**config.mk**
```make
export PLATFORM = sky130hd
export DESIGN_NAME = ir_rle_sampler
export DESIGN_NICKNAME = d
export VERILOG_FILES = /design/src/rtl/ir_rle_pkg.sv /design/src/rtl/ir_rx_cond.sv /design/src/rtl/ir_tick_sel.sv /design/src/rtl/ir_rle_enc.sv /design/src/rtl/ir_rle_fifo.sv /design/src/rtl/ir_rle_sampler.sv
export SDC_FILE = /design/constraint.sdc
export NUM_CORES = 1
export LEC_CHECK = 0
export ABC_AREA = 0
export BUFFER_PORTS_ARGS = -buffer_cell sky130_fd_sc_hd__buf_4
export CORE_MARGIN = 2
export CORE_UTILIZATION = 60
export CTS_CLUSTER_DIAMETER = 150
export DETAILED_ROUTE_END_ITERATION = 6
export PLACE_DENSITY = 0.78
export SLEW_MARGIN = 20
export SYNTH_ARGS = -nofsm -noshare
export SYNTH_HDL_FRONTEND = slang
export SYNTH_SLANG_ARGS = --single-unit
```
**constraint.sdc**
```tcl
create_clock -name clk -period 4.3 [get_ports clk]
set_input_delay 0.215 -clock clk [delete_from_list [all_inputs] [get_ports clk]]
set_output_delay 0.215 -clock clk [all_outputs]
set_load 0.03 [all_outputs]
```
**src/rtl/ir_rle_pkg.sv**
```systemverilog
package ir_rle_pkg;
   localparam int RUN_W   = 7;
   localparam int BYTE_W  = RUN_W + 1;
   localparam logic [RUN_W-1:0] RUN_MAX = '1;

   localparam logic LVL_PULSE = 1'b0;
   localparam logic LVL_SPACE = 1'b1;

   typedef struct packed {
      logic             level;
      logic [RUN_W-1:0] run_m1;
   } rle_byte_t;

   typedef enum logic {
      RX_IDLE   = 1'b0,
      RX_ACTIVE = 1'b1
   } rx_state_e;
endpackage

```
**src/rtl/ir_rx_cond.sv**
```systemverilog
module ir_rx_cond #(
   parameter int SYNC_STAGES = 2
) (
   input  logic clk,
   input  logic rst_n,
   input  logic ir_raw,
   input  logic invert,
   output logic lvl
);
   logic synced;

   generate
      if (SYNC_STAGES == 0) begin : g_bypass
         assign synced = ir_raw;
      end else begin : g_sync
         logic [SYNC_STAGES-1:0] chain;
         always_ff @(posedge clk) begin
            if (!rst_n) chain <= '1;
            else        chain <= {chain[SYNC_STAGES-2:0], ir_raw};
         end
         assign synced = chain[SYNC_STAGES-1];
      end
   endgenerate

   assign lvl = synced ^ invert;
endmodule

```
**src/rtl/ir_tick_sel.sv**
```systemverilog
module ir_tick_sel #(
   parameter int COARSE_DIV = 5
) (
   input  logic clk,
   input  logic rst_n,
   input  logic sample_tick,
   input  logic fine_sel,
   output logic sample_en
);
   generate
      if (COARSE_DIV == 1) begin : g_nodiv
         assign sample_en = sample_tick;
      end else begin : g_div
         localparam int DW = $clog2(COARSE_DIV);
         localparam logic [DW-1:0] LAST = DW'(COARSE_DIV - 1);
         logic [DW-1:0] phase;
         always_ff @(posedge clk) begin
            if (!rst_n)           phase <= '0;
            else if (sample_tick) phase <= (phase == LAST) ? '0 : phase + 1'b1;
         end
         assign sample_en = sample_tick && (fine_sel || phase == LAST);
      end
   endgenerate
endmodule

```
**src/rtl/ir_rle_enc.sv**
```systemverilog
module ir_rle_enc
   import ir_rle_pkg::*;
(
   input  logic      clk,
   input  logic      rst_n,
   input  logic      sample_en,
   input  logic      lvl,
   input  logic      rx_disable,
   output logic      push,
   output rle_byte_t push_byte
);
   rx_state_e        state;
   logic             cur_lvl;
   logic [RUN_W-1:0] run_cnt;
   logic             changed;
   logic             saturated;

   assign changed   = (lvl != cur_lvl);
   assign saturated = (run_cnt == RUN_MAX);

   always_ff @(posedge clk) begin
      if (!rst_n) begin
         state   <= RX_IDLE;
         cur_lvl <= LVL_SPACE;
         run_cnt <= '0;
      end else if (rx_disable) begin
         state   <= RX_IDLE;
         run_cnt <= '0;
      end else if (sample_en) begin
         unique case (state)
            RX_IDLE: begin
               if (lvl == LVL_PULSE) begin
                  state   <= RX_ACTIVE;
                  cur_lvl <= LVL_PULSE;
                  run_cnt <= '0;
               end
            end
            RX_ACTIVE: begin
               if (changed) begin
                  cur_lvl <= lvl;
                  run_cnt <= '0;
               end else if (saturated) begin
                  run_cnt <= '0;
               end else begin
                  run_cnt <= run_cnt + 1'b1;
               end
            end
            default: state <= RX_IDLE;
         endcase
      end
   end

   assign push = (state == RX_ACTIVE) && sample_en && !rx_disable &&
                 (changed || saturated);
   assign push_byte.level  = cur_lvl;
   assign push_byte.run_m1 = run_cnt;
endmodule

```
**src/rtl/ir_rle_fifo.sv**
```systemverilog
module ir_rle_fifo #(
   parameter int DEPTH  = 16,
   parameter int WIDTH  = 8,
   parameter int THRESH = 8
) (
   input  logic                          clk,
   input  logic                          rst_n,
   input  logic                          push,
   input  logic [WIDTH-1:0]              wdata,
   input  logic                          pop,
   output logic [WIDTH-1:0]              rdata,
   output logic                          empty,
   output logic                          full,
   output logic                          at_thresh,
   output logic                          drop,
   output logic [$clog2(DEPTH+1)-1:0]    count
);
   localparam int AW = $clog2(DEPTH);
   localparam int CW = $clog2(DEPTH + 1);

   logic [WIDTH-1:0] mem [DEPTH];
   logic [AW-1:0]    wr_ptr, rd_ptr;
   logic             pop_ok, push_ok;

   assign empty   = (count == '0);
   assign full    = (count == CW'(DEPTH));
   assign pop_ok  = pop && !empty;
   assign push_ok = push && (!full || pop_ok);
   assign drop    = push && !push_ok;

   always_ff @(posedge clk) begin
      if (!rst_n) begin
         wr_ptr <= '0;
         rd_ptr <= '0;
         count  <= '0;
      end else begin
         if (push_ok) wr_ptr <= wr_ptr + 1'b1;
         if (pop_ok)  rd_ptr <= rd_ptr + 1'b1;
         unique case ({push_ok, pop_ok})
            2'b10:   count <= count + 1'b1;
            2'b01:   count <= count - 1'b1;
            default: count <= count;
         endcase
      end
   end

   always_ff @(posedge clk) begin
      if (push_ok) mem[wr_ptr] <= wdata;
   end

   assign rdata     = mem[rd_ptr];
   assign at_thresh = (count >= CW'(THRESH));
endmodule

```
**src/rtl/ir_rle_sampler.sv**
```systemverilog
module ir_rle_sampler
   import ir_rle_pkg::*;
#(
   parameter int DEPTH       = 16,
   parameter int THRESH      = 8,
   parameter int COARSE_DIV  = 5,
   parameter int SYNC_STAGES = 2
) (
   input  logic              clk,
   input  logic              rst_n,
   input  logic              sample_tick,
   input  logic              fine_sel,
   input  logic              ir_raw,
   input  logic              invert,
   input  logic              rx_disable,
   input  logic              rd_en,
   input  logic              status_rd,
   output logic [BYTE_W-1:0] rd_data,
   output logic              data_avail,
   output logic              thr_irq,
   output logic              overrun
);
   localparam int CW = $clog2(DEPTH + 1);

   generate
      if (DEPTH < 2 || (DEPTH & (DEPTH - 1)) != 0) begin : g_bad_depth
         $error("ir_rle_sampler: DEPTH must be a power of two >= 2");
      end
      if (THRESH < 1 || THRESH > DEPTH) begin : g_bad_thresh
         $error("ir_rle_sampler: THRESH must lie in 1..DEPTH");
      end
      if (COARSE_DIV < 1) begin : g_bad_div
         $error("ir_rle_sampler: COARSE_DIV must be >= 1");
      end
      if (SYNC_STAGES == 1) begin : g_bad_sync
         $error("ir_rle_sampler: SYNC_STAGES must be 0 or >= 2");
      end
   endgenerate

   logic      in_lvl;
   logic      sample_en;
   logic      enc_push;
   rle_byte_t enc_byte;
   logic      fifo_empty, fifo_full, fifo_drop;
   logic [CW-1:0] fifo_count;

   ir_rx_cond #(.SYNC_STAGES(SYNC_STAGES)) u_cond (
      .clk(clk), .rst_n(rst_n), .ir_raw(ir_raw), .invert(invert), .lvl(in_lvl)
   );

   ir_tick_sel #(.COARSE_DIV(COARSE_DIV)) u_tick (
      .clk(clk), .rst_n(rst_n), .sample_tick(sample_tick),
      .fine_sel(fine_sel), .sample_en(sample_en)
   );

   ir_rle_enc u_enc (
      .clk(clk), .rst_n(rst_n), .sample_en(sample_en), .lvl(in_lvl),
      .rx_disable(rx_disable), .push(enc_push), .push_byte(enc_byte)
   );

   ir_rle_fifo #(.DEPTH(DEPTH), .WIDTH(BYTE_W), .THRESH(THRESH)) u_fifo (
      .clk(clk), .rst_n(rst_n), .push(enc_push), .wdata(enc_byte),
      .pop(rd_en), .rdata(rd_data), .empty(fifo_empty), .full(fifo_full),
      .at_thresh(thr_irq), .drop(fifo_drop), .count(fifo_count)
   );

   always_ff @(posedge clk) begin
      if (!rst_n)         overrun <= 1'b0;
      else if (fifo_drop) overrun <= 1'b1;
      else if (status_rd) overrun <= 1'b0;
   end

   assign data_avail = !fifo_empty;
endmodule

```
==> results of run 1 <==
[kinds of logic after synthesis]
kind of cell	share of synthesized area, %
flops	68.3
simple gates	8.12
mux	15.1
xor+xnor	1.30
fa+ha+maj	2.10
compound gates	3.36
buf+inv	1.70
[state kept, by name, indices dropped and copies added, names as in the netlist, named ones only]
register and cells:
u_fifo.rd_ptr 4, u_enc.cur_lvl 1, u_fifo.count 5, u_fifo.wr_ptr 4, u_enc.run_cnt 7, u_enc.state 1
u_cond.g_sync.chain 2, u_tick.g_div.phase 3, overrun 1, u_fifo.mem 128
[through the flow]
step,instances,hold slack [ps],power [mW]
final,566,142,3.14
after global routing,566,127,3.22
after CTS,566,105,3.15
after detailed placement,528,395,1.73
after global placement,528,393,1.73
after floorplan,380,316,1.72
[layout by cell type (no fill, tap or decap), types with 6 or more instances in the layout]
cell	count
sky130_fd_sc_hd__clkbuf_16	16
sky130_fd_sc_hd__and3_1	13
sky130_fd_sc_hd__mux4_2	40
sky130_fd_sc_hd__nand2_1	17
sky130_fd_sc_hd__edfxtp_1	128
sky130_fd_sc_hd__mux2i_1	9
sky130_fd_sc_hd__buf_4	25
sky130_fd_sc_hd__dlygate4sd3_1	7
sky130_fd_sc_hd__ha_1	11
sky130_fd_sc_hd__nand2b_1	8
sky130_fd_sc_hd__nand3_1	6
sky130_fd_sc_hd__dfxtp_1	31
sky130_fd_sc_hd__nor2_1	12
sky130_fd_sc_hd__a21oi_1	11
sky130_fd_sc_hd__inv_1	9
[power by group through the flow]
stage / Clock, mW / Sequential [mW] / Combinational (mW)
4_1_cts: 1.45 / 1.66 / 0.0467
3_3_place_gp: 0 / 1.69 / 0.0397
2_1_floorplan: 0 / 1.69 / 0.0290
5_1_grt: 1.51 / 1.66 / 0.0518
3_5_place_dp: 0 / 1.69 / 0.0416
6_report: 1.43 / 1.66 / 0.0466
[tightest hold or removal path: cells and delay by family]
family,cells,cell delay (ps)
buffers and inverters,1,110
and+or+nand+nor,1,130
xor gates and xnor gates,1,90
AOI/OAI and AO/OA,1,80
[final cells by class]
| cell class | instances | area share (%) |
|---|---|---|
| timing repair buffer | 32 | 3.44 |
| clock inverter | 11 | 1.89 |
| clock buffer | 20 | 5.68 |
| multi-input combinational | 194 | 26.3 |
| inverter | 9 | 0.451 |
| sequential | 160 | 59.9 |
| tap | 140 | 2.34 |
[per-layer routing]
layer  wire, um  GRT usage (%)  up-vias
met2       6960           42.5      146
met3        801           7.59       27
met5          0              0        -
li1           -              -     1575
met1       4970           28.7     1741
met4        358           10.2        0
[timing repair]
| action | CTS | global route |
|---|---|---|
| hold endpoints to repair | 5 | 0 |
| endpoints found under the setup margin | 0 | 0 |
| hold buffers | 7 | 0 |
[path summary, 6_finish.rpt]
kind / startpoint / endpoint / slack (ps) / depth (start not counted)
min: invert / u_enc.state$_SDFFE_PP0P_ / 140 / 4
max: u_enc.run_cnt[0]$_SDFFE_PP0P_ / u_fifo.count[2]$_SDFFE_PN0P_ / 670 / 13
max reg2reg: u_enc.run_cnt[0]$_SDFFE_PP0P_ / u_fifo.count[2]$_SDFFE_PN0P_ / 670 / 13
min reg2reg: u_cond.g_sync.chain[0]$_SDFF_PN1_ / u_cond.g_sync.chain[1]$_SDFF_PN1_ / 410 / 1
==> report_table.html, run 1 <==
<table>
<tr><th>Metric</th><th>Value</th></tr>
<tr><th colspan="2">Run status</th></tr>
<tr><td>Run status</td><td>finished, final reports clean</td></tr>
<tr><th colspan="2">Layout</th></tr>
<tr><td>Area delta synth-&gt;final</td><td>14.1%</td></tr>
<tr><td>Diodes inserted</td><td>0</td></tr>
<tr><td>Combined area of the multi-input logic cells</td><td>0.00197 mm^2</td></tr>
<tr><td>Area taken by flip-flops and latches</td><td>0.00449 mm^2</td></tr>
<tr><td>Layout filler cell count</td><td>689</td></tr>
<tr><td>Ratio of cells with drive above 1 in the final layout</td><td>a little under a quarter</td></tr>
<tr><td>Final Util</td><td>69.7%</td></tr>
<tr><td>Number of nets in the layout</td><td>around 430</td></tr>
<tr><td>Post-Layout Inst Area</td><td>0.00749 mm^2</td></tr>
<tr><th colspan="2">Setup path</th></tr>
<tr><td>List of cells traversed by the critical path</td><td>ha_1 &gt; and3_1 &gt; a41oi_1 &gt; nor3_2 &gt; buf_4 &gt; inv_1 &gt; ha_1 &gt; xor2_1 &gt; ha_1 &gt; a21oi_1 &gt; xnor2_1 &gt; or3_1 &gt; a21oi_1</td></tr>
<tr><td>Critical path's largest stage delay</td><td>about 730 ps</td></tr>
<tr><td>Maximum net fanout on the critical path</td><td>20</td></tr>
<tr><td>Critical path's most frequent cell</td><td>sky130_fd_sc_hd__ha_1</td></tr>
<tr><td>Crit path max-delay cell type</td><td>sky130_fd_sc_hd__dfxtp_1</td></tr>
<tr><td>Bufs and invs on worst path</td><td>2</td></tr>
<tr><td>Req. time, crit path</td><td>~4800 ps</td></tr>
<tr><td>Endpoint arrival time on the critical path</td><td>4080 ps</td></tr>
<tr><td>Cell family with the largest share of critical-path delay</td><td>adder cells</td></tr>
<tr><td>Setup Crit Path Kind</td><td>reg2reg</td></tr>
<tr><td>Kind of capture point of the worst setup path</td><td>flip-flop</td></tr>
<tr><td>Worst setup SP type</td><td>flip-flop</td></tr>
<tr><th colspan="2">Clock network</th></tr>
<tr><td>Worst-path clk slew</td><td>60 ps</td></tr>
<tr><td>Clock tree from TritonCTS</td><td>done</td></tr>
<tr><td>Clock latency on the worst-skew pair</td><td>between 500 and 600 ps</td></tr>
<tr><td>Maximum buffer depth of the clock tree</td><td>2</td></tr>
<tr><td>Postcts setup bufs</td><td>0</td></tr>
<tr><td>Clk root buf</td><td>sky130_fd_sc_hd__clkbuf_8</td></tr>
<tr><td>Number of instances resized during post-cts repair</td><td>0</td></tr>
<tr><td>Number of H-tree levels</td><td>4</td></tr>
<tr><td>Num CTS Buffers</td><td>17</td></tr>
<tr><td>CTS sink count</td><td>160</td></tr>
<tr><th colspan="2">Yosys</th></tr>
<tr><td>Avg Cell Area, Syn</td><td>17.3 um^2</td></tr>
<tr><td>Count of state elements after synthesis</td><td>160</td></tr>
<tr><td>Most used standard cells in the synthesized netlist</td><td>sky130_fd_sc_hd__edfxtp_1 (128), sky130_fd_sc_hd__mux4_2 (40), sky130_fd_sc_hd__dfxtp_1 (32)</td></tr>
<tr><td>Most frequent cell after synthesis</td><td>sky130_fd_sc_hd__edfxtp_1</td></tr>
<tr><td>Most common flop cell mapped by yosys</td><td>sky130_fd_sc_hd__edfxtp_1</td></tr>
<tr><td>Synth Cell Area</td><td>0.00656 mm^2</td></tr>
<tr><td>Number of flops mapped to enable cells by yosys</td><td>~130</td></tr>
<tr><td>Share of synthesized area occupied by flip-flops and latches</td><td>68.3%</td></tr>
<tr><td>Synth cell types</td><td>45</td></tr>
<tr><td>Async set-or-reset flop fraction in the synthesized netlist</td><td>0%</td></tr>
<tr><td>Number of warnings issued by yosys</td><td>0</td></tr>
<tr><td>Post-synth top area share</td><td>approximately three fifths</td></tr>
<tr><td>Cell types occupying the most area after synthesis</td><td>sky130_fd_sc_hd__edfxtp_1 (59%), sky130_fd_sc_hd__mux4_2 (14%), sky130_fd_sc_hd__dfxtp_1 (9.8%)</td></tr>
<tr><td>Post-synth top area cell</td><td>sky130_fd_sc_hd__edfxtp_1</td></tr>
<tr><td>Cell count after synthesis</td><td>380</td></tr>
<tr><td>Synthesized netlist net count</td><td>400</td></tr>
<tr><th colspan="2">Floorplanning</th></tr>
<tr><td>Initial core utilization</td><td>61.1%</td></tr>
<tr><td>Count of standard-cell rows</td><td>38</td></tr>
<tr><td>IO Pins</td><td>20</td></tr>
<tr><td>Die height</td><td>roughly 110 um</td></tr>
<tr><td>Horizontal die dimension</td><td>approximately 110 um</td></tr>
<tr><td>Area of the die</td><td>roughly 0.012 mm^2</td></tr>
<tr><td>Area of the core</td><td>approximately 0.011 mm^2</td></tr>
<tr><th colspan="2">STA</th></tr>
<tr><td>Worst-margin pin slew</td><td>approximately 800 ps</td></tr>
<tr><td>Fmax</td><td>between 200 and 300 MHz</td></tr>
<tr><td>Pins Over Slew Limit</td><td>0</td></tr>
<tr><td>Hold violation count in the final report</td><td>0</td></tr>
<tr><td>Slew headroom</td><td>46.8%</td></tr>
<tr><td>Setup Total Neg Slack</td><td>0 ps</td></tr>
<tr><td>Final worst path period need</td><td>about 3600 ps</td></tr>
<tr><td>Setup repair after global routing missed its margin</td><td>false</td></tr>
<tr><td>Max Clock Skew</td><td>roughly 7.5 ps</td></tr>
<tr><td>Ratio of final minimum period to clock period</td><td>84.5%</td></tr>
<tr><td>Worst setup margin</td><td>between 600 and 700 ps</td></tr>
<tr><td>Final setup violation count</td><td>0</td></tr>
<tr><th colspan="2">GRT</th></tr>
<tr><td>Largest net degree at the start of global routing</td><td>33</td></tr>
<tr><td>First-pass GRT wire length</td><td>19,900 um</td></tr>
<tr><td>Overall routing resource usage</td><td>about 25%</td></tr>
<tr><td>Total grt overflow</td><td>0</td></tr>
<tr><td>Vias in the first global route</td><td>~3,600</td></tr>
<tr><td>Initial antenna violation count</td><td>0</td></tr>
<tr><th colspan="2">Placed design</th></tr>
<tr><td>Post-DP HPWL</td><td>7730 um</td></tr>
<tr><td>Pre-CTS setup slack</td><td>727 ps</td></tr>
<tr><td>Count of buffers inserted at the top-level ports</td><td>19</td></tr>
<tr><td>DP Area</td><td>0.00685 mm^2</td></tr>
<tr><td>Final Wtd Congestion</td><td>about 0.75</td></tr>
<tr><th colspan="2">Power</th></tr>
<tr><td>Clock power frac</td><td>around 46%</td></tr>
<tr><td>P_int</td><td>between 2 and 3 mW</td></tr>
<tr><td>Power density over cell area</td><td>around 420 mW/mm^2</td></tr>
<tr><td>Net Sw Power</td><td>0.587 mW</td></tr>
<tr><td>Register share of total power</td><td>between 50% and 60%</td></tr>
<tr><td>Comb power frac</td><td>under 10%</td></tr>
<tr><td>Max IR drop VDD</td><td>~220 uV</td></tr>
<tr><td>Net switching share of the total power</td><td>18.7%</td></tr>
<tr><td>Leak pwr</td><td>~2.6 nW</td></tr>
<tr><th colspan="2">Job</th></tr>
<tr><td>Count of max-cap constraint violations</td><td>0</td></tr>
<tr><th colspan="2">Route</th></tr>
<tr><td>Number of violations reported at the end of detailed-routing iteration 0</td><td>314</td></tr>
<tr><td>Number of nets with antenna violations after routing</td><td>0</td></tr>
<tr><td>Routed len/inst</td><td>23.1 um</td></tr>
<tr><td>Vias after detailed routing</td><td>approximately 3,500</td></tr>
<tr><td>Vias per cell</td><td>roughly 6</td></tr>
<tr><td>Post-Route WL</td><td>about 13,000 um</td></tr>
<tr><td>Number of detailed-routing iterations run before antenna repair</td><td>5</td></tr>
<tr><td>Number of DRC violations after detailed routing</td><td>0</td></tr>
<tr><th colspan="2">Worst hold path</th></tr>
<tr><td>Hold/Removal Path Class</td><td>in2reg</td></tr>
</table>
Power figures use the tool's default switching activity.
==> run 2, diff against run 1 <==
Clock period 4.3 ns to 3.5 ns, I/O delays scaled along.
==> run 2 against run 1 <==
Flip-flop and latch count stayed put. Sequential power increased by 22%. Count of clock-buffer cells in the layout up 4. Setup slack got worse by 240 ps. Register-to-register slack worse by 240 ps. Global-route usage is 0.41 points lower. Critical path type unchanged. Highest routed layer is now met5.
==> report_table.html, run 2 (synthesis results as in run 1) <==
<table>
<tr><th>Metric</th><th>Value</th></tr>
<tr><th colspan="2">STA</th></tr>
<tr><td>Final setup violation count</td><td>0</td></tr>
<tr><td>Final worst path period need</td><td>about 3000 ps</td></tr>
<tr><td>Worst-margin pin slew</td><td>716 ps</td></tr>
<tr><td>Pins Over Slew Limit</td><td>0</td></tr>
<tr><td>Hold violation count in the final report</td><td>0</td></tr>
<tr><td>Worst setup margin</td><td>roughly 430 ps</td></tr>
<tr><td>Max Clock Skew</td><td>around 6.1 ps</td></tr>
<tr><td>Setup Total Neg Slack</td><td>0 ps</td></tr>
<tr><td>Fmax</td><td>roughly 330 MHz</td></tr>
<tr><td>Hold slack</td><td>around 52 ps</td></tr>
<tr><td>Slew headroom</td><td>about 52%</td></tr>
<tr><td>Ratio of final minimum period to clock period</td><td>87.7%</td></tr>
<tr><td>Setup repair after global routing missed its margin</td><td>false</td></tr>
<tr><th colspan="2">GRT</th></tr>
<tr><td>Total grt overflow</td><td>0</td></tr>
<tr><td>First-pass GRT wire length</td><td>20,000 um</td></tr>
<tr><td>Initial antenna violation count</td><td>1</td></tr>
<tr><td>Vias in the first global route</td><td>3,607</td></tr>
<tr><td>Largest net degree at the start of global routing</td><td>33</td></tr>
<tr><td>Overall routing resource usage</td><td>between 20% and 30%</td></tr>
<tr><th colspan="2">Power</th></tr>
<tr><td>Post-layout total power</td><td>3.97 mW</td></tr>
<tr><td>Leak pwr</td><td>between 2 and 3 nW</td></tr>
<tr><td>Power density over cell area</td><td>roughly 520 mW/mm^2</td></tr>
<tr><td>Max IR drop VDD</td><td>about 300 uV</td></tr>
<tr><th colspan="2">Setup path</th></tr>
<tr><td>Worst setup SP type</td><td>flip-flop</td></tr>
<tr><td>Critical path's largest stage delay</td><td>around 460 ps</td></tr>
<tr><td>List of cells traversed by the critical path</td><td>inv_1 &gt; ha_1 &gt; a21oi_1 &gt; or3_1 &gt; nor3_2 &gt; inv_1 &gt; ha_1 &gt; xor2_1 &gt; ha_1 &gt; a21oi_1 &gt; a32oi_1 &gt; a31oi_1 &gt; mux2i_1</td></tr>
<tr><td>Maximum net fanout on the critical path</td><td>8</td></tr>
<tr><td>Reg2reg end</td><td>u_fifo.count[4]$_SDFFE_PN0P_</td></tr>
<tr><td>Crit path max-delay cell type</td><td>sky130_fd_sc_hd__or3_1</td></tr>
<tr><td>Req. time, crit path</td><td>3950 ps</td></tr>
<tr><td>Endpoint arrival time on the critical path</td><td>between 3000 and 4000 ps</td></tr>
<tr><td>Startpoint of the lowest-slack register-to-register path</td><td>u_tick.g_div.phase[0]$_SDFFE_PN0P_</td></tr>
<tr><td>Setup Crit Path Kind</td><td>reg2reg</td></tr>
<tr><td>Kind of capture point of the worst setup path</td><td>flip-flop</td></tr>
<tr><td>Internal reg-to-reg setup slack</td><td>430 ps</td></tr>
<tr><td>Critical path's most frequent cell</td><td>sky130_fd_sc_hd__ha_1</td></tr>
<tr><td>Logic depth of the worst register-to-register path</td><td>13</td></tr>
<tr><th colspan="2">Layout</th></tr>
<tr><td>Number of nets in the layout</td><td>439</td></tr>
<tr><td>Leading cell types in the layout, fill and taps excluded</td><td>sky130_fd_sc_hd__edfxtp_1 (128), sky130_fd_sc_hd__mux4_2 (40), sky130_fd_sc_hd__dfxtp_1 (31)</td></tr>
<tr><td>Largest register FFs</td><td>between 100 and 150</td></tr>
<tr><td>Most common cell after layout, fill and taps aside</td><td>sky130_fd_sc_hd__edfxtp_1</td></tr>
<tr><td>Final Util</td><td>~71%</td></tr>
<tr><td>Leading registers by flop count</td><td>u_fifo.mem (128), u_enc.run_cnt (7), u_fifo.count (5)</td></tr>
<tr><td>Area delta synth-&gt;final</td><td>15.6%</td></tr>
<tr><td>Ratio of cells with drive above 1 in the final layout</td><td>roughly 25%</td></tr>
<tr><td>Layout filler cell count</td><td>699</td></tr>
<tr><td>Diodes inserted</td><td>0</td></tr>
<tr><td>Largest Register</td><td>u_fifo.mem</td></tr>
<tr><th colspan="2">Clock network</th></tr>
<tr><td>Number of hold buffers added after cts</td><td>7</td></tr>
<tr><td>Clock tree from TritonCTS</td><td>done</td></tr>
<tr><td>Number of H-tree levels</td><td>4</td></tr>
<tr><td>Postcts setup bufs</td><td>0</td></tr>
<tr><td>Num CTS Buffers</td><td>17</td></tr>
<tr><td>Worst-path clk slew</td><td>70 ps</td></tr>
<tr><td>Clk root buf</td><td>sky130_fd_sc_hd__clkbuf_8</td></tr>
<tr><td>Maximum buffer depth of the clock tree</td><td>2</td></tr>
<tr><td>CTS sink count</td><td>160</td></tr>
<tr><td>Clock latency on the worst-skew pair</td><td>520 ps</td></tr>
<tr><td>Number of instances resized during post-cts repair</td><td>0</td></tr>
<tr><th colspan="2">Placed design</th></tr>
<tr><td>Post-DP HPWL</td><td>7930 um</td></tr>
<tr><td>Pre-CTS setup slack</td><td>approximately 430 ps</td></tr>
<tr><td>Count of buffers inserted at the top-level ports</td><td>19</td></tr>
<tr><td>Final Wtd Congestion</td><td>about 0.79</td></tr>
<tr><th colspan="2">Run status</th></tr>
<tr><td>Run status</td><td>finished, final reports clean</td></tr>
<tr><th colspan="2">Route</th></tr>
<tr><td>Number of nets with antenna violations after routing</td><td>0</td></tr>
<tr><td>Routed len/inst</td><td>roughly 22 um</td></tr>
<tr><td>Vias after detailed routing</td><td>about 3,500</td></tr>
<tr><td>Vias per cell</td><td>6.05</td></tr>
<tr><td>Number of violations reported at the end of detailed-routing iteration 0</td><td>258</td></tr>
<tr><td>Number of DRC violations after detailed routing</td><td>0</td></tr>
<tr><td>Post-Route WL</td><td>roughly 13,000 um</td></tr>
<tr><td>Number of detailed-routing iterations run before antenna repair</td><td>4</td></tr>
<tr><th colspan="2">Worst hold path</th></tr>
<tr><td>Hold/Removal Path Class</td><td>in2reg</td></tr>
<tr><td>Hold Crit Depth</td><td>4</td></tr>
<tr><td>WHS Endpoint</td><td>u_enc.state$_SDFFE_PP0P_</td></tr>
<tr><td>Startpoint of the most critical hold path</td><td>invert</td></tr>
<tr><th colspan="2">Floorplanning</th></tr>
<tr><td>Count of standard-cell rows</td><td>38</td></tr>
<tr><td>Horizontal die dimension</td><td>109 um</td></tr>
<tr><td>Die height</td><td>109 um</td></tr>
<tr><td>Area of the core</td><td>~0.011 mm^2</td></tr>
<tr><td>Initial core utilization</td><td>61.1%</td></tr>
<tr><td>IO Pins</td><td>20</td></tr>
<tr><td>Area of the die</td><td>0.0118 mm^2</td></tr>
<tr><th colspan="2">Job</th></tr>
<tr><td>Count of max-cap constraint violations</td><td>0</td></tr>
</table>
[run 2: cell count changes in the layout (fill, tap and decap cells not counted), sizes merged]
cell      change
bufinv        -2
clkinvlp      -3
inv           +4
clkinv        -2
clkbuf        +4
buf           +5
[run 2: area by class of cell]
cell class / instances / area, um^2 / share of cell area, %
repair buffers: 37 / 308 / 4.06
inverters: 9 / 33.8 / 0.445
well taps: 140 / 175 / 2.31
clock inverters: 8 / 83.8 / 1.10
flip-flops and latches: 160 / 4490 / 59.1
multi-input cells: 194 / 1970 / 25.9
clock buffers: 24 / 536 / 7.06
[run 2: metrics by stage]
stage               std cells  area (um^2)
floorplan                 380         6560
finish                    572         7590
CTS                       572         7590
global route              572         7590
global placement          533         6900
detailed placement        533         6900
[run 2: how the worst max path moves through the flow]
stage                                                   from                      endpoint  cells after the start  slack, ps
after global routing      u_tick.g_div.phase[0]$_SDFFE_PN0P_  u_fifo.count[2]$_SDFFE_PN0P_                     13        100
final                     u_tick.g_div.phase[0]$_SDFFE_PN0P_  u_fifo.count[4]$_SDFFE_PN0P_                     13        430
after floorplan                u_enc.run_cnt[0]$_SDFFE_PP0P_  u_fifo.count[2]$_SDFFE_PN0P_                     14        300
after CTS                 u_tick.g_div.phase[0]$_SDFFE_PN0P_  u_fifo.count[2]$_SDFFE_PN0P_                     13        400
after detailed placement  u_tick.g_div.phase[0]$_SDFFE_PN0P_  u_fifo.count[2]$_SDFFE_PN0P_                     13        430
after global placement    u_tick.g_div.phase[0]$_SDFFE_PN0P_  u_fifo.count[2]$_SDFFE_PN0P_                     13        610
[run 2: critical path, delay by kind of cell (launching register included)]
family	cells	cell delay, ps
compound gates	4	780
fa+ha+maj	3	710
simple gates	2	630
flops	1	330
mux	1	210
xor+xnor	1	180
buf+inv	2	170
[run 2: power breakdown]
group          total, mW  internal [mW]  switching (mW)
registers           2.03           2.03         0.00272
logic             0.0613         0.0275          0.0338
clock network       1.87           1.14           0.730
[run 2: layer usage]
layer | track usage, % | part of all wire (%)
met1 | 29.0 | 39
met2 | 41.9 | 54
met3 | 6.81 | 6.3
met4 | 9.07 | 1.2
met5 | 0 | 0.10
==> run 3, diff against run 2 <==
Settings changed: BUFFER_PORTS_ARGS -buffer_cell sky130_fd_sc_hd__buf_4 to -buffer_cell sky130_fd_sc_hd__buf_2, CORE_ASPECT_RATIO set to 1.5.
Clock period 3.5 ns to 3.9 ns, I/O delays scaled along.
==> run 3 against run 2 <==
Critical path depth is 1 higher. Largest cell class unchanged. Die area rose by 0.15%. Fmax is 3.1% lower. Non-clock buffer count down 5. Clock skew up 2.9 ps. Final cell count shrank 0.17%. Global-route usage shrank 0.97 points. Design area down 2.1%. Register-to-register slack better by 300 ps. Power shrank 13%. Sequential share of layout area up 1.3 points.
==> report_table.html, run 3 (synthesis results as in run 1) <==
<table>
<tr><th>Metric</th><th>Value</th></tr>
<tr><th colspan="2">Setup path</th></tr>
<tr><td>Internal reg-to-reg setup slack</td><td>730 ps</td></tr>
<tr><td>Worst setup SP type</td><td>flip-flop</td></tr>
<tr><td>Req. time, crit path</td><td>around 4200 ps</td></tr>
<tr><td>Startpoint of the lowest-slack register-to-register path</td><td>u_tick.g_div.phase[0]$_SDFFE_PN0P_</td></tr>
<tr><td>Reg2reg end</td><td>u_fifo.count[2]$_SDFFE_PN0P_</td></tr>
<tr><td>Setup Crit Path Kind</td><td>reg2reg</td></tr>
<tr><td>Kind of capture point of the worst setup path</td><td>flip-flop</td></tr>
<tr><td>Endpoint arrival time on the critical path</td><td>3510 ps</td></tr>
<tr><td>Maximum net fanout on the critical path</td><td>15</td></tr>
<tr><td>Logic depth of the worst register-to-register path</td><td>14</td></tr>
<tr><th colspan="2">Power</th></tr>
<tr><td>Net Sw Power</td><td>0.671 mW</td></tr>
<tr><td>Register share of total power</td><td>52.9%</td></tr>
<tr><td>Comb power frac</td><td>1.3%</td></tr>
<tr><td>Clock power frac</td><td>45.8%</td></tr>
<tr><td>Net switching share of the total power</td><td>between 10% and 20%</td></tr>
<tr><td>Power density over cell area</td><td>roughly 460 mW/mm^2</td></tr>
<tr><td>P_int</td><td>about 2.8 mW</td></tr>
<tr><td>Leak pwr</td><td>2.58 nW</td></tr>
<tr><td>Max IR drop VDD</td><td>between 300 and 400 uV</td></tr>
<tr><th colspan="2">Clock network</th></tr>
<tr><td>Maximum buffer depth of the clock tree</td><td>2</td></tr>
<tr><td>Clk root buf</td><td>sky130_fd_sc_hd__clkbuf_16</td></tr>
<tr><td>CTS sink count</td><td>between 150 and 200</td></tr>
<tr><td>Worst-path clk slew</td><td>60 ps</td></tr>
<tr><td>Number of H-tree levels</td><td>4</td></tr>
<tr><td>Clock latency on the worst-skew pair</td><td>410 ps</td></tr>
<tr><td>Number of instances resized during post-cts repair</td><td>0</td></tr>
<tr><td>Num CTS Buffers</td><td>17</td></tr>
<tr><td>Postcts setup bufs</td><td>0</td></tr>
<tr><td>Clock tree from TritonCTS</td><td>done</td></tr>
<tr><th colspan="2">Route</th></tr>
<tr><td>Vias per cell</td><td>6.20</td></tr>
<tr><td>Vias after detailed routing</td><td>3,541</td></tr>
<tr><td>Number of DRC violations after detailed routing</td><td>0</td></tr>
<tr><td>Routed len/inst</td><td>22.0 um</td></tr>
<tr><td>Number of nets with antenna violations after routing</td><td>0</td></tr>
<tr><td>Post-Route WL</td><td>~13,000 um</td></tr>
<tr><td>Number of detailed-routing iterations run before antenna repair</td><td>4</td></tr>
<tr><td>Number of violations reported at the end of detailed-routing iteration 0</td><td>~250</td></tr>
<tr><th colspan="2">STA</th></tr>
<tr><td>Final worst path period need</td><td>between 3000 and 4000 ps</td></tr>
<tr><td>Worst setup margin</td><td>about 730 ps</td></tr>
<tr><td>Setup repair after global routing missed its margin</td><td>false</td></tr>
<tr><td>Slew headroom</td><td>a little over half</td></tr>
<tr><td>Fmax</td><td>~320 MHz</td></tr>
<tr><td>Final setup violation count</td><td>0</td></tr>
<tr><td>Max Clock Skew</td><td>9.01 ps</td></tr>
<tr><td>Worst-margin pin slew</td><td>between 600 and 700 ps</td></tr>
<tr><td>Setup Total Neg Slack</td><td>0 ps</td></tr>
<tr><td>Pins Over Slew Limit</td><td>0</td></tr>
<tr><td>Ratio of final minimum period to clock period</td><td>between 80% and 90%</td></tr>
<tr><td>Hold violation count in the final report</td><td>0</td></tr>
<tr><th colspan="2">Placed design</th></tr>
<tr><td>Count of buffers inserted at the top-level ports</td><td>19</td></tr>
<tr><td>Post-DP HPWL</td><td>7800 um</td></tr>
<tr><td>DP Area</td><td>just under 0.007 mm^2</td></tr>
<tr><td>Pre-CTS setup slack</td><td>around 770 ps</td></tr>
<tr><td>Final Wtd Congestion</td><td>about 0.77</td></tr>
<tr><th colspan="2">Layout</th></tr>
<tr><td>Ratio of cells with drive above 1 in the final layout</td><td>25.3%</td></tr>
<tr><td>Largest register FFs</td><td>128</td></tr>
<tr><td>Leading cell types in the layout, fill and taps excluded</td><td>sky130_fd_sc_hd__edfxtp_1 (128), sky130_fd_sc_hd__mux4_2 (40), sky130_fd_sc_hd__dfxtp_1 (31)</td></tr>
<tr><td>Diodes inserted</td><td>0</td></tr>
<tr><td>Largest Register</td><td>u_fifo.mem</td></tr>
<tr><td>Leading registers by flop count</td><td>u_fifo.mem (128), u_enc.run_cnt (7), u_fifo.count (5)</td></tr>
<tr><td>Area delta synth-&gt;final</td><td>13.2%</td></tr>
<tr><td>Most common cell after layout, fill and taps aside</td><td>sky130_fd_sc_hd__edfxtp_1</td></tr>
<tr><td>Layout filler cell count</td><td>a little over 700</td></tr>
<tr><td>Post-Layout Inst Area</td><td>between 0.007 and 0.008 mm^2</td></tr>
<tr><td>Number of nets in the layout</td><td>between 400 and 500</td></tr>
<tr><th colspan="2">Floorplanning</th></tr>
<tr><td>Count of standard-cell rows</td><td>46</td></tr>
<tr><td>Die height</td><td>roughly 130 um</td></tr>
<tr><td>Area of the die</td><td>approximately 0.012 mm^2</td></tr>
<tr><td>IO Pins</td><td>20</td></tr>
<tr><td>Area of the core</td><td>around 0.011 mm^2</td></tr>
<tr><td>Initial core utilization</td><td>roughly three fifths</td></tr>
<tr><td>Horizontal die dimension</td><td>just under 90 um</td></tr>
<tr><th colspan="2">GRT</th></tr>
<tr><td>Largest net degree at the start of global routing</td><td>33</td></tr>
<tr><td>Vias in the first global route</td><td>between 3,000 and 4,000</td></tr>
<tr><td>Initial antenna violation count</td><td>0</td></tr>
<tr><td>First-pass GRT wire length</td><td>just under 20,000 um</td></tr>
<tr><td>Total grt overflow</td><td>0</td></tr>
<tr><td>Overall routing resource usage</td><td>between 20% and 30%</td></tr>
<tr><th colspan="2">Worst hold path</th></tr>
<tr><td>WHS Endpoint</td><td>u_enc.cur_lvl$_SDFFE_PN1P_</td></tr>
<tr><td>Hold/Removal Path Class</td><td>in2reg</td></tr>
<tr><td>Startpoint of the most critical hold path</td><td>rx_disable</td></tr>
<tr><td>Hold Crit Depth</td><td>3</td></tr>
<tr><th colspan="2">Job</th></tr>
<tr><td>Count of max-cap constraint violations</td><td>0</td></tr>
<tr><th colspan="2">Run status</th></tr>
<tr><td>Run status</td><td>finished, final reports clean</td></tr>
</table>
run 3: per-stage QoR:
stage	hold WS (ps)	power, mW	utilization (%)	cells
after floorplan	296	1.89	-	380
after global placement	380	1.91	64.7	538
after detailed placement	386	1.91	64.7	538
after CTS	58.6	3.47	70.2	571
after global routing	77.9	3.55	70.2	571
final	71.9	3.45	70.2	571
run 3: area by class of cell:
| cell class | instances | area, um^2 | area share (%) |
|---|---|---|---|
| clock buffers | 19 | 433 | 5.83 |
| clock inverters | 13 | 136 | 1.84 |
| inverters | 9 | 33.8 | 0.455 |
| multi-input cells | 194 | 1970 | 26.5 |
| flip-flops and latches | 160 | 4490 | 60.4 |
| well taps | 144 | 180 | 2.42 |
| repair buffers | 32 | 195 | 2.63 |
run 3: routing by layer:
metal	wire length [um]	GRT usage (%)	share of wire, %
met3	536	5.20	4.3
met1	4850	28.8	39
met4	290	10.3	2.3
met2	6880	38.6	55
met5	0	0	0
run 3: worst max-delay path, stage by stage (launching register included):
cell	delay, ps
sky130_fd_sc_hd__dfxtp_1	320
sky130_fd_sc_hd__inv_1	80
sky130_fd_sc_hd__ha_1	200
sky130_fd_sc_hd__a21oi_1	160
sky130_fd_sc_hd__or3_1	450
sky130_fd_sc_hd__nor3_2	130
sky130_fd_sc_hd__buf_4	210
sky130_fd_sc_hd__inv_1	80
sky130_fd_sc_hd__ha_1	300
sky130_fd_sc_hd__xor2_1	180
sky130_fd_sc_hd__ha_1	200
sky130_fd_sc_hd__a21oi_1	240
sky130_fd_sc_hd__xnor2_1	110
sky130_fd_sc_hd__or3_1	310
sky130_fd_sc_hd__a21oi_1	130
run 3: worst max-delay path by stage:
stage               cells past startpoint                          startpoint                            to  slack [ps]
CTS                                    14  u_tick.g_div.phase[0]$_SDFFE_PN0P_  u_fifo.count[2]$_SDFFE_PN0P_         740
floorplan                              14       u_enc.run_cnt[0]$_SDFFE_PP0P_  u_fifo.count[2]$_SDFFE_PN0P_         700
detailed placement                     14  u_tick.g_div.phase[0]$_SDFFE_PN0P_  u_fifo.count[2]$_SDFFE_PN0P_         770
global route                           14  u_tick.g_div.phase[0]$_SDFFE_PN0P_  u_fifo.count[2]$_SDFFE_PN0P_         430
global placement                       14  u_tick.g_div.phase[0]$_SDFFE_PN0P_  u_fifo.count[2]$_SDFFE_PN0P_         870
finish                                 14  u_tick.g_div.phase[0]$_SDFFE_PN0P_  u_fifo.count[2]$_SDFFE_PN0P_         730
run 3: power groups by stage:
stage                     combinational (mW)  sequential [mW]  clock (mW)
after floorplan                       0.0320             1.86           0
after global placement                0.0438             1.86           0
after detailed placement              0.0451             1.86           0
after CTS                             0.0463             1.83        1.60
after global routing                  0.0513             1.83        1.67
final                                 0.0457             1.83        1.58
run 3: timing repair:
item / 4_1_cts / 5_1_grt
endpoints found under the setup margin: 0 / 0
hold endpoints to repair: 1 / 0
hold buffers: 1 / 0
